### src/rtl/mbx_irq_pkg.sv
package mbx_irq_pkg;
  localparam int unsigned N_SIDES = 2;

  typedef enum logic {SIDE_L = 1'b0, SIDE_R = 1'b1} side_e;

  // Mailbox owned by a side: left gets top-1, right gets top.
  function automatic int unsigned box_addr(int unsigned aw, side_e owner);
    return (32'd1 << aw) - 32'd2 + ((owner == SIDE_R) ? 32'd1 : 32'd0);
  endfunction
endpackage

### src/rtl/mbx_side_dec.sv
module mbx_side_dec #(
  parameter int unsigned ADDR_W    = 13,
  parameter int unsigned SEND_ADDR = 8191,
  parameter int unsigned RECV_ADDR = 8190
) (
  input  logic              sel_n,
  input  logic              rw_n,
  input  logic              oe_n,
  input  logic [ADDR_W-1:0] addr,
  input  logic              busy_n,
  output logic              send_stb,
  output logic              recv_stb
);
  localparam logic [ADDR_W-1:0] SEND_A = ADDR_W'(SEND_ADDR);
  localparam logic [ADDR_W-1:0] RECV_A = ADDR_W'(RECV_ADDR);

  logic active;
  logic wr_cyc;
  logic rd_cyc;

  always_comb begin
    active   = !sel_n && busy_n;
    wr_cyc   = active && !rw_n;
    rd_cyc   = active && rw_n && !oe_n;
    send_stb = wr_cyc && (addr == SEND_A);
    recv_stb = rd_cyc && (addr == RECV_A);
  end
endmodule

### src/rtl/mbx_flag.sv
module mbx_flag (
  input  logic clk,
  input  logic rst_n,
  input  logic set_stb,
  input  logic clr_stb,
  output logic irq_n
);
  always_ff @(posedge clk) begin
    if (!rst_n)       irq_n <= 1'b1;
    else if (set_stb) irq_n <= 1'b0;   // set wins over clear
    else if (clr_stb) irq_n <= 1'b1;
  end
endmodule

### src/rtl/mbx_irq.sv
module mbx_irq
  import mbx_irq_pkg::*;
#(
  parameter int unsigned ADDR_W = 13
) (
  input  logic              clk,
  input  logic              rst_n,
  input  logic              lft_sel_n,
  input  logic              lft_rw_n,
  input  logic              lft_oe_n,
  input  logic [ADDR_W-1:0] lft_addr,
  input  logic              lft_busy_n,
  input  logic              rgt_sel_n,
  input  logic              rgt_rw_n,
  input  logic              rgt_oe_n,
  input  logic [ADDR_W-1:0] rgt_addr,
  input  logic              rgt_busy_n,
  output logic              lft_irq_n,
  output logic              rgt_irq_n
);
  logic              sel_n  [N_SIDES];
  logic              rw_n   [N_SIDES];
  logic              oe_n   [N_SIDES];
  logic [ADDR_W-1:0] addr   [N_SIDES];
  logic              busy_n [N_SIDES];
  logic              send_stb [N_SIDES];
  logic              recv_stb [N_SIDES];
  logic              irq_n  [N_SIDES];

  always_comb begin
    sel_n[SIDE_L]  = lft_sel_n;  sel_n[SIDE_R]  = rgt_sel_n;
    rw_n[SIDE_L]   = lft_rw_n;   rw_n[SIDE_R]   = rgt_rw_n;
    oe_n[SIDE_L]   = lft_oe_n;   oe_n[SIDE_R]   = rgt_oe_n;
    addr[SIDE_L]   = lft_addr;   addr[SIDE_R]   = rgt_addr;
    busy_n[SIDE_L] = lft_busy_n; busy_n[SIDE_R] = rgt_busy_n;
  end

  for (genvar s = 0; s < N_SIDES; s++) begin : g_side
    localparam side_e OWN   = side_e'(s);
    localparam side_e OTHER = side_e'(1 - s);

    mbx_side_dec #(
      .ADDR_W   (ADDR_W),
      .SEND_ADDR(box_addr(ADDR_W, OTHER)),
      .RECV_ADDR(box_addr(ADDR_W, OWN))
    ) u_dec (
      .sel_n   (sel_n[s]),
      .rw_n    (rw_n[s]),
      .oe_n    (oe_n[s]),
      .addr    (addr[s]),
      .busy_n  (busy_n[s]),
      .send_stb(send_stb[s]),
      .recv_stb(recv_stb[s])
    );

    // Flag of side s: raised by the other side's send, lowered by own receive.
    mbx_flag u_flag (
      .clk    (clk),
      .rst_n  (rst_n),
      .set_stb(send_stb[1-s]),
      .clr_stb(recv_stb[s]),
      .irq_n  (irq_n[s])
    );
  end

  assign lft_irq_n = irq_n[SIDE_L];
  assign rgt_irq_n = irq_n[SIDE_R];
endmodule

### config.mk
export PLATFORM = sky130hd
export DESIGN_NAME = mbx_irq
export DESIGN_NICKNAME = d
export VERILOG_FILES = /design/src/rtl/mbx_irq_pkg.sv /design/src/rtl/mbx_side_dec.sv /design/src/rtl/mbx_flag.sv /design/src/rtl/mbx_irq.sv
export SDC_FILE = /design/constraint.sdc
export NUM_CORES = 1
export LEC_CHECK = 0
export ABC_AREA = 1
export CAP_MARGIN = 15
export CORE_AREA = 2 2 39 41
export CTS_CLUSTER_DIAMETER = 120
export DETAILED_ROUTE_END_ITERATION = 16
export DIE_AREA = 0 0 41 43
export PLACE_DENSITY = 0.68
export SLEW_MARGIN = 20
export SYNTH_ARGS = -nofsm -noshare
export SYNTH_HDL_FRONTEND = slang
export SYNTH_HIERARCHICAL = 1
export SYNTH_SLANG_ARGS = --single-unit
### constraint.sdc
create_clock -name clk -period 0.95 [get_ports clk]
set_input_delay 0.1425 -clock clk [delete_from_list [all_inputs] [get_ports clk]]
set_output_delay 0.1425 -clock clk [all_outputs]
set_load 0.01 [all_outputs]
==> results by group, run 1 <==
Run status
  – Status: completed

STA
  – Slew @ Worst Pin: ~0.13 ns
  – Final period util: 0.927
  – Final WS setup: between 0.06 and 0.07 ns
  – Final setup fails: 0
  – Skew final: 0 ns
  – Worst relative slew slack: 0.912
  – Max Slew Vio Count: 0
  – Fin Setup TNS: 0 ns
  – Final hold violation count: 0
  – Peak Freq: 1140 MHz
  – Min Clock Period, post-route: 0.880 ns

CTS
  – Hold buffer count at CTS: 0
  – Num CTS Buffers: 3
  – Clock Latency Late Sink: 0.22 ns
  – Clk slew on worst S/H paths: approximately 0.030 ns
  – Root Buffer: clkbuf_4
  – Clock sink total: 2
  – Clock buffer depth: 2
  – CTS tree: done
  – H-tree depth: 1

GRT
  – Total gr overflow: 0
  – Largest net degree at the start of global routing: 3
  – First-pass GRT wire length: approximately 1.4 mm
  – Number of global-route vias before repair: roughly 400
  – GRT Overall Usage: 0.112
  – Initial antenna violation count: 0

Pwr
  – PwrDens: about 650 mW/mm^2
  – Static Leakage: about 0.35 nW
  – Maximum VDD drop: around 0.38 mV
  – Switching share of power: 0.209
  – Power share of the sequential group: 0.207
  – Logic pwr share: 0.338
  – Internal power: around 0.32 mW
  – Switching power total: 0.0853 mW
  – Clk network pwr share: 0.454

Detailed routing
  – DR pass1 iterations: 1
  – Via count: a little over 400
  – Routed Antenna Nets: 0
  – DRC viols: 0
  – Wire length per cell: approximately 7.8 um
  – Routed wire length: roughly 840 um
  – DR vias/cell: around 3.8
  – Drt initial violations: 0

Finish
  – Seq. cell area: between 40 and 50 um^2
  – Area Overhead vs Synth: 154%
  – Ratio of cells with drive above 1 in the final layout: 0.0870
  – Largest registers: g_side.u_flag/irq_n: 2 flops
  – Most flop-heavy register: g_side.u_flag/irq_n
  – Area of the multi-input gates: between 150 and 200 um^2
  – Max FFs per register: 2
  – ANT cells: 0
  – Fill cells: between 150 and 200
  – # nets final: 130

Die
  – I/O pin total: 38
  – Initial core utilization: 0.178
  – Die width: about 40 um
  – Core Rows: 14
  – Core area: roughly 0.0014 mm^2
  – Die Span Y: about 43 um
  – Die Area: roughly 0.0018 mm^2

Worst setup path
  – Slowest Stage Delay on Critical Path: 0.41 ns
  – Crit path buffers/inverters: 2
  – Critical path depth: 6
  – Worst-path fanout max: 2
  – CP startpoint kind: input pin
  – Worst path arrival time: about 0.99 ns
  – RR Endpoint: g_side[1].u_flag/irq_n
  – Worst setup EP type: flip-flop
  – Req. time, crit path: about 1.1 ns
  – Slack of the worst reg-to-reg path: 0.33 ns
  – Critical R2R Launch: g_side[1].u_flag/irq_n
  – CP top delay family: buffers and inverters
  – Slowest-stage cell, CP: clkdlybuf4s50_1
  – R2R depth: 2
  – Worst Path Class, Setup: in2reg
  – CP cell instances: clkdlybuf4s50_1, nand3b_1, nor2_1, inv_1, o21ai_1, nand2_1

Placement
  – GP Congestion: approximately 0.6
  – Detailed placer's ending HPWL: 746 um
  – PortBufs: 37
  – Setup WS pre-CTS: -0.335 ns

Hold path
  – WHS Path Cells: 7
  – Worst hold start: rgt_rw_n
  – Hold path endpoint: g_side[0].u_flag/irq_n
  – Hold Path Class: in2reg

Synth
  – Synth cell types: 9
  – Cells after synthesis: 51
  – Sequential area share after synthesis: 0.162
  – Most numerous cell in the Yosys netlist: nand2_1
  – Syn Area/Cell: about 4.8 um^2
  – Most common flop cell mapped by yosys: dfxtp_1
  – Yosys warning total: 6
  – Synth area leaders: nand2_1 29%, inv_1 20%, dfxtp_1 16%
  – Cell area after synthesis: 246 um^2
  – FF+latch count, synth: 2
  – Post-synth EDFFs: 0
  – Synth area leader: nand2_1
  – Top-area cell type share of the netlist area: 0.289
  – Post-Syn Nets: 87
  – Synth cell count leaders: 19 x nand2_1, 13 x inv_1, 10 x nor2_1
  – Async SR Flop Fraction: 0

Flow run
  – Maximum capacitance violations: 0
power groups by stage:
stage / clock network [mW] / registers [mW] / logic (mW)
after global routing: 0.205 / 0.0846 / 0.156
after floorplan: 0 / 0.0857 / 0.0272
after detailed placement: 0 / 0.0857 / 0.178
after CTS: 0.199 / 0.0846 / 0.141
after global placement: 0 / 0.0857 / 0.175
final: 0.186 / 0.0847 / 0.138
routing by layer:
layer	GRT usage	up-vias	share of wire
met3	0.0681	0	0.10
met5	0	-	0
li1	-	231	-
met2	0.166	12	0.48
met4	0.0400	0	0
met1	0.128	165	0.42
final cells by class:
| type | instances | area share |
|---|---|---|
| Timing Repair Buffer | 38 | 0.539 |
| Multi-Input combinational cell | 36 | 0.251 |
| Clock buffer | 3 | 0.0359 |
| Tap cell | 16 | 0.0319 |
| Inverter | 13 | 0.0778 |
| Sequential cell | 2 | 0.0639 |
placed cells by master (no fill, tap or decap):
cell | Yosys | final
dlygate4sd2_1 | 0 | 26
nand2_1 | 19 | 19
inv_1 | 13 | 13
nor2_1 | 10 | 10
clkdlybuf4s50_1 | 0 | 8
clkbuf_4 | 0 | 3
nand3_2 | 2 | 2
o21ai_1 | 2 | 2
dfxtp_1 | 2 | 2
clkbuf_2 | 0 | 2
nand3_1 | 1 | 1
nand3b_1 | 1 | 1
nand4_1 | 1 | 1
buf_4 | 0 | 1
dlymetal6s2s_1 | 0 | 1
worst register-to-register path, cell delays in order, from the launching register on:
cell and delay (ns):
dfxtp_1 0.30, o21ai_1 0.15, nand2_1 0.06
worst max-delay path by stage:
stage / from / to / slack [ns]
2_1_floorplan: lft_addr[9] / g_side[1].u_flag/irq_n / 0.23
5_1_grt: rgt_addr[0] / g_side[0].u_flag/irq_n / -0.009
3_3_place_gp: rgt_addr[5] / g_side[0].u_flag/irq_n / -0.31
4_1_cts: g_side[0].u_flag/irq_n / lft_irq_n / 0.02
3_5_place_dp: lft_addr[7] / g_side[1].u_flag/irq_n / -0.34
6_report: lft_rw_n / g_side[1].u_flag/irq_n / 0.07
metrics by stage:
stage	utilization	hold WS, ns	cells	area (um^2)	power (mW)
finish	0.453	0.350	108	627	0.409
global route	0.453	0.424	108	627	0.446
CTS	0.453	0.427	107	627	0.425
detailed placement	0.460	0.460	104	637	0.264
global placement	0.460	0.450	104	637	0.261
floorplan	-	0.211	51	246	0.113
cell families (layout without fill, tap and decap cells):
family          count (synthesis)  in the layout  synth area share
compound gates                  2              2            0.0406
flops                           2              2             0.162
simple gates                   34             34             0.599
buf+inv                        13             54             0.198
what timing repair did:
| item | in CTS | in global routing |
|---|---|---|
| gates cloned | 0 | 0 |
| gates resized for setup | 30 | 3 |
| setup buffers | 0 | 1 |
| endpoints found under the setup margin | 4 | 3 |
| pin swaps | 22 | 2 |
(Power assumes the default switching activity.)
==> inputs of run 2 (changes only) <==
--- a/config.mk
+++ b/config.mk
@@ -12,6 +12,7 @@
 export DETAILED_ROUTE_END_ITERATION = 16
 export DIE_AREA = 0 0 41 43
 export PLACE_DENSITY = 0.68
+export SETUP_SLACK_MARGIN = 0.2
 export SLEW_MARGIN = 20
 export SYNTH_ARGS = -nofsm -noshare
 export SYNTH_HDL_FRONTEND = slang
==> results by group, run 2 (synthesis results as in run 1) <==
Run status
  – Status: completed

STA
  – Peak Freq: 1260 MHz (+11%)
  – Max Slew Vio Count: 0 (unchanged)
  – Worst relative slew slack: 0.899 (-0.0124)
  – Skew final: 0 ns (unchanged)
  – Final setup fails: 0 (unchanged)
  – Final hold violation count: 0 (unchanged)
  – Final WS setup: 0.155 ns (+0.0847 ns)
  – Final period util: 0.837 (-0.0892)
  – Slew @ Worst Pin: 0.150 ns (+0.0185 ns)
  – Min Clock Period, post-route: 0.795 ns (-0.0847 ns)
  – RSZ-0062 raised after global routing: true

CTS
  – Clock Latency Late Sink: 0.22 ns (about the same)
  – Clock buffer depth: 2 (unchanged)
  – H-tree depth: 1 (unchanged)
  – Num CTS Buffers: 3 (unchanged)
  – CTS tree: done
  – Hold buffer count at CTS: 0 (unchanged)
  – Root Buffer: clkbuf_4
  – Clk slew on worst S/H paths: 0.03 ns (about the same)
  – Clock sink total: 2 (unchanged)

Placement
  – PortBufs: 37 (unchanged)
  – Setup WS pre-CTS: -0.335 ns (unchanged)
  – GP Congestion: 0.597 (unchanged)
  – Detailed placer's ending HPWL: 746 um (unchanged)

Worst setup path
  – Slack of the worst reg-to-reg path: 0.25 ns (-0.08 ns)
  – Slowest Stage Delay on Critical Path: 0.32 ns (-0.09 ns)
  – Critical R2R Launch: g_side[0].u_flag/irq_n
  – CP startpoint: g_side[1].u_flag/irq_n
  – Slowest-stage cell, CP: dfxtp_2
  – Crit path buffers/inverters: 1 (-1)
  – Worst Path Class, Setup: reg2out
  – CP startpoint kind: flip-flop
  – Worst path arrival time: 0.65 ns (-0.34 ns)
  – Worst setup EP type: output pin
  – CP top delay family: flip-flops
  – CP cell instances: buf_6
  – Worst-path fanout max: 2 (unchanged)
  – Req. time, crit path: 0.81 ns (-0.25 ns)

GRT
  – GRT Overall Usage: 0.124 (+0.0120)
  – Total gr overflow: 0 (unchanged)
  – First-pass GRT wire length: 1.51 mm (+12%)
  – Initial antenna violation count: 0 (unchanged)
  – Number of global-route vias before repair: 426 (+7.0%)
  – Largest net degree at the start of global routing: 3 (unchanged)

Pwr
  – Switching power total: 0.0872 mW (+2.2%)
  – Maximum VDD drop: 0.374 mV (-1.2%)
  – PwrDens: 680 mW/mm^2 (+4.4%)
  – Clk network pwr share: 0.478 (+0.024)
  – Internal power: 0.302 mW (-6.7%)
  – Static Leakage: 0.329 nW (-5.8%)
  – Power share of the sequential group: 0.218 (+0.011)
  – Switching share of power: 0.224 (+0.0155)
  – Logic pwr share: 0.305 (-0.033)

Die
  – Initial core utilization: 0.178 (unchanged)
  – Die Span Y: 43 um (unchanged)
  – I/O pin total: 38 (unchanged)
  – Die Area: 0.00176 mm^2 (unchanged)
  – Core Rows: 14 (unchanged)
  – Die width: 41 um (unchanged)
  – Core area: 0.00138 mm^2 (unchanged)

Finish
  – Largest registers: g_side.u_flag/irq_n: 2 flops
  – ANT cells: 0 (unchanged)
  – Max FFs per register: 2 (unchanged)
  – Finished Core Util: 0.413 (-0.0398)
  – Area Overhead vs Synth: 132%
  – Commonest non-fill, non-tap cell in the layout: nand2_1
  – Commonest cells after routing, fill and taps aside: 19 x nand2_1, 16 x buf_2, 13 x inv_1
  – Ratio of cells with drive above 1 in the final layout: 0.348 (+0.261)
  – Most flop-heavy register: g_side.u_flag/irq_n
  – # nets final: 130 (unchanged)

Detailed routing
  – Wire length per cell: 8.44 um (+8.3%)
  – Routed wire length: 911 um (+8.3%)
  – DR pass1 iterations: 1 (unchanged)
  – DR vias/cell: 3.88 (+2.7%)
  – Via count: 419 (+2.7%)
  – Routed Antenna Nets: 0 (unchanged)
  – DRC viols: 0 (unchanged)
  – Drt initial violations: 0 (unchanged)

Hold path
  – Worst hold start: rgt_sel_n
  – Hold Path Class: in2reg

Flow run
  – Maximum capacitance violations: 0 (unchanged)
## run 2: cell count changes in the layout (fill, tap and decap cells not counted), moves of 2 or more
cell	delta
buf_2	+16
dlygate4sd2_1	-15
buf_6	+2
clkdlybuf4s50_1	-7
clkdlybuf4s15_1	+4
dfxtp_1	-2
nor2_1	-2
dfxtp_2	+2
nor2_2	+2
## run 2: power by group through the flow
stage	clock network (mW)	registers [mW]	logic, mW
detailed placement	0	0.0857	0.178
global route	0.205	0.0845	0.136
global placement	0	0.0857	0.175
CTS	0.199	0.0846	0.121
floorplan	0	0.0857	0.0272
finish	0.186	0.0846	0.119
## run 2: per-layer routing
layer / up-vias / part of all wire / GRT usage
met1: 176 / 0.42 / 0.144
met5: - / 0 / 0
li1: 231 / - / -
met2: 12 / 0.49 / 0.188
met3: 0 / 0.086 / 0.0681
met4: 0 / 0 / 0.0400
## run 2: timing repair
item	in CTS	in global routing
pin swaps	28	8
buffers inserted	0	1
cloned	0	0
setup endpoints to repair	4	4
gates resized for setup	81	10
## run 2: path summary, 6_finish.rpt
path                                 end  depth (start not counted)
hold reg to reg   g_side[1].u_flag/irq_n                          2
setup / recovery               rgt_irq_n                          1
setup reg to reg  g_side[0].u_flag/irq_n                          3
hold / removal    g_side[0].u_flag/irq_n                          9
## run 2: metrics by stage
stage	instance area, um^2	setup TNS, ns	power, mW	hold WS (ns)	cells
2_1_floorplan	246	0	0.113	0.211	51
3_3_place_gp	637	-0.689	0.261	0.450	104
3_5_place_dp	637	-0.740	0.264	0.460	104
4_1_cts	566	0	0.404	0.427	107
5_1_grt	572	0	0.425	0.425	108
6_report	572	0	0.389	0.383	108
## run 2: final cells by class
| class | instances | area [um^2] |
|---|---|---|
| clock buffers | 3 | 22.5 |
| fillers | 168 | 812 |
| inverters | 13 | 48.8 |
| repair buffers | 38 | 272 |
| flip-flops and latches | 2 | 42.5 |
| well taps | 16 | 20.0 |
| multi-input cells | 36 | 166 |
==> inputs of run 3 (changes only) <==
==> constraint.sdc (replaced) <==
create_clock -name clk -period 0.8 [get_ports clk]
set_input_delay 0.12 -clock clk [delete_from_list [all_inputs] [get_ports clk]]
set_output_delay 0.12 -clock clk [all_outputs]
set_load 0.01 [all_outputs]
==> results by group, run 3 (synthesis results as in run 1) <==
Run status
  – Status: completed

Worst setup path
  – Slack of the worst reg-to-reg path: 0.08 ns (-0.17 ns)
  – Worst-path fanout max: 2 (unchanged)
  – Worst path arrival time: 0.65 ns (about the same)
  – Req. time, crit path: 0.68 ns (-0.13 ns)
  – Slowest Stage Delay on Critical Path: 0.31 ns (about the same)
  – Critical R2R Launch: g_side[1].u_flag/irq_n
  – Slowest-stage cell, CP: dfxtp_2
  – CP top delay family: flip-flops
  – Crit path buffers/inverters: 1 (unchanged)
  – RR Endpoint: g_side[1].u_flag/irq_n
  – Critical path depth: 1 (unchanged)
  – CP cell instances: buf_6
  – CP Capture Point: lft_irq_n
  – Worst Path Class, Setup: reg2out
  – Worst setup EP type: output pin
  – R2R depth: 3 (unchanged)
  – CP startpoint kind: flip-flop
  – CP startpoint: g_side[0].u_flag/irq_n

CTS
  – Clock buffer depth: 2 (unchanged)
  – Clock Latency Late Sink: 0.22 ns (about the same)
  – Post-CTS setup buffer count: 0 (unchanged)
  – CTS tree: done
  – Clock sink total: 2 (unchanged)
  – H-tree depth: 1 (unchanged)
  – Root Buffer: clkbuf_4
  – Clk slew on worst S/H paths: 0.03 ns (about the same)
  – Num CTS Buffers: 3 (unchanged)

Finish
  – Max FFs per register: 2 (unchanged)
  – Final Cell Area: 613 um^2 (+7.2%)
  – Area Overhead vs Synth: 149%
  – Most flop-heavy register: g_side.u_flag/irq_n
  – Commonest non-fill, non-tap cell in the layout: nand2_1
  – Largest registers: g_side.u_flag/irq_n: 2 flops
  – ANT cells: 0 (unchanged)
  – # nets final: 130 (unchanged)
  – Non-Filler Instances: 108 (unchanged)
  – Fill cells: 160 (-4.8%)
  – Commonest cells after routing, fill and taps aside: 16 x nand2_1, 12 x buf_2, 11 x inv_1
  – Ratio of cells with drive above 1 in the final layout: 0.413 (+0.0652)

STA
  – Max Slew Vio Count: 0 (unchanged)
  – Fin Setup TNS: 0 ns (unchanged)
  – Final period util: 0.961
  – Skew final: 0 ns (unchanged)
  – Worst relative slew slack: 0.911 (+0.0115)
  – Final setup fails: 0 (unchanged)
  – Peak Freq: 1300 MHz
  – Min Clock Period, post-route: ~0.77 ns
  – Final hold violation count: 0 (unchanged)
  – Slew @ Worst Pin: 0.133 ns (-0.0171 ns)
  – RSZ-0062 raised after global routing: true

Placement
  – Placed cell area: 644 um^2 (+1.2%)
  – PortBufs: 37 (unchanged)
  – Placed insts: 105 (+0.96%)
  – Detailed placer's ending HPWL: 797 um (+6.8%)
  – GP Congestion: 0.634 (+6.2%)

Detailed routing
  – DR vias/cell: 3.73 (-3.8%)
  – Drt initial violations: 5 (+5)
  – Via count: 403 (-3.8%)
  – DR pass1 iterations: 3 (+2)
  – DRC viols: 0 (unchanged)
  – Routed Antenna Nets: 0 (unchanged)
  – Routed wire length: 927 um (+1.8%)
  – Wire length per cell: 8.58 um (+1.8%)

GRT
  – Number of global-route vias before repair: 374 (-12%)
  – Initial antenna violation count: 0 (unchanged)
  – First-pass GRT wire length: 1.30 mm (-14%)
  – Total gr overflow: 0 (unchanged)
  – GRT Overall Usage: 0.107 (-0.0171)
  – Largest net degree at the start of global routing: 3 (unchanged)

Flow run
  – Maximum capacitance violations: 0 (unchanged)

Pwr
  – PwrDens: 794 mW/mm^2 (+17%)
  – Maximum VDD drop: 0.767 mV (+110%)
  – Static Leakage: 0.339 nW (+3.1%)
  – Tot Pwr: 0.487 mW (+25%)

Hold path
  – Worst hold start: lft_addr[10]
  – Hold Path Class: in2reg

Die
  – Die Area: 0.00176 mm^2 (unchanged)
  – Core Rows: 14 (unchanged)
  – Initial core utilization: 0.178 (unchanged)
  – Die Span Y: 43 um (unchanged)
  – Die width: 41 um (unchanged)
  – I/O pin total: 38 (unchanged)
  – Core area: 0.00138 mm^2 (unchanged)
-- run 3: repair_timing --
item                       4_1_cts  5_1_grt
setup endpoints to repair        4        4
resized for setup              109        2
hold buffers                     0        0
pin swaps                       30        4
-- run 3: stage by stage --
| step | hold WS (ns) | setup slack [ns] | util |
|---|---|---|---|
| global placement | 0.451 | -0.439 | 0.466 |
| global route | 0.424 | 0.0102 | 0.443 |
| CTS | 0.386 | 0.0211 | 0.450 |
| detailed placement | 0.479 | -0.467 | 0.466 |
| floorplan | 0.189 | 0.102 | - |
| finish | 0.375 | 0.0314 | 0.443 |
-- run 3: worst register-to-register path: stages, from the launching register on --
cell,delay (ns)
dfxtp_2,0.31
buf_4,0.13
o21ai_2,0.11
nand2_1,0.06
-- run 3: report_power, final --
part | switching, mW | leakage (nW) | internal [mW]
registers | 0.00000227 | 0.0152 | 0.100
logic | 0.0508 | 0.311 | 0.116
clock network | 0.0546 | 0.0138 | 0.165
total | 0.105 | 0.339 | 0.381
-- run 3: layout make-up --
cell class / instances / area, um^2 / share of cell area
Tap cell: 16 / 20.0 / 0.0327
Inverter: 13 / 48.8 / 0.0796
Timing Repair Buffer: 38 / 310 / 0.506
Multi-Input combinational cell: 36 / 169 / 0.276
Clock buffer: 3 / 22.5 / 0.0367
Sequential cell: 2 / 42.5 / 0.0694
-- run 3: how the worst min path moves through the flow --
stage / end / cells after the start
2_1_floorplan: g_side[0].u_flag/irq_n / 1
3_3_place_gp: g_side[0].u_flag/irq_n / 2
3_5_place_dp: g_side[0].u_flag/irq_n / 2
4_1_cts: g_side[0].u_flag/irq_n / 9
5_1_grt: g_side[1].u_flag/irq_n / 8
6_report: g_side[1].u_flag/irq_n / 8
-- run 3: routing by layer --
| layer | GRT usage | part of all wire | wire length [um] | vias to the layer above |
|---|---|---|---|---|
| li1 | - | - | - | 231 |
| met1 | 0.108 | 0.45 | 418 | 160 |
| met2 | 0.188 | 0.46 | 425 | 12 |
| met3 | 0.0681 | 0.091 | 84 | 0 |
| met4 | 0 | 0 | 0 | 0 |
| met5 | 0 | 0 | 0 | - |
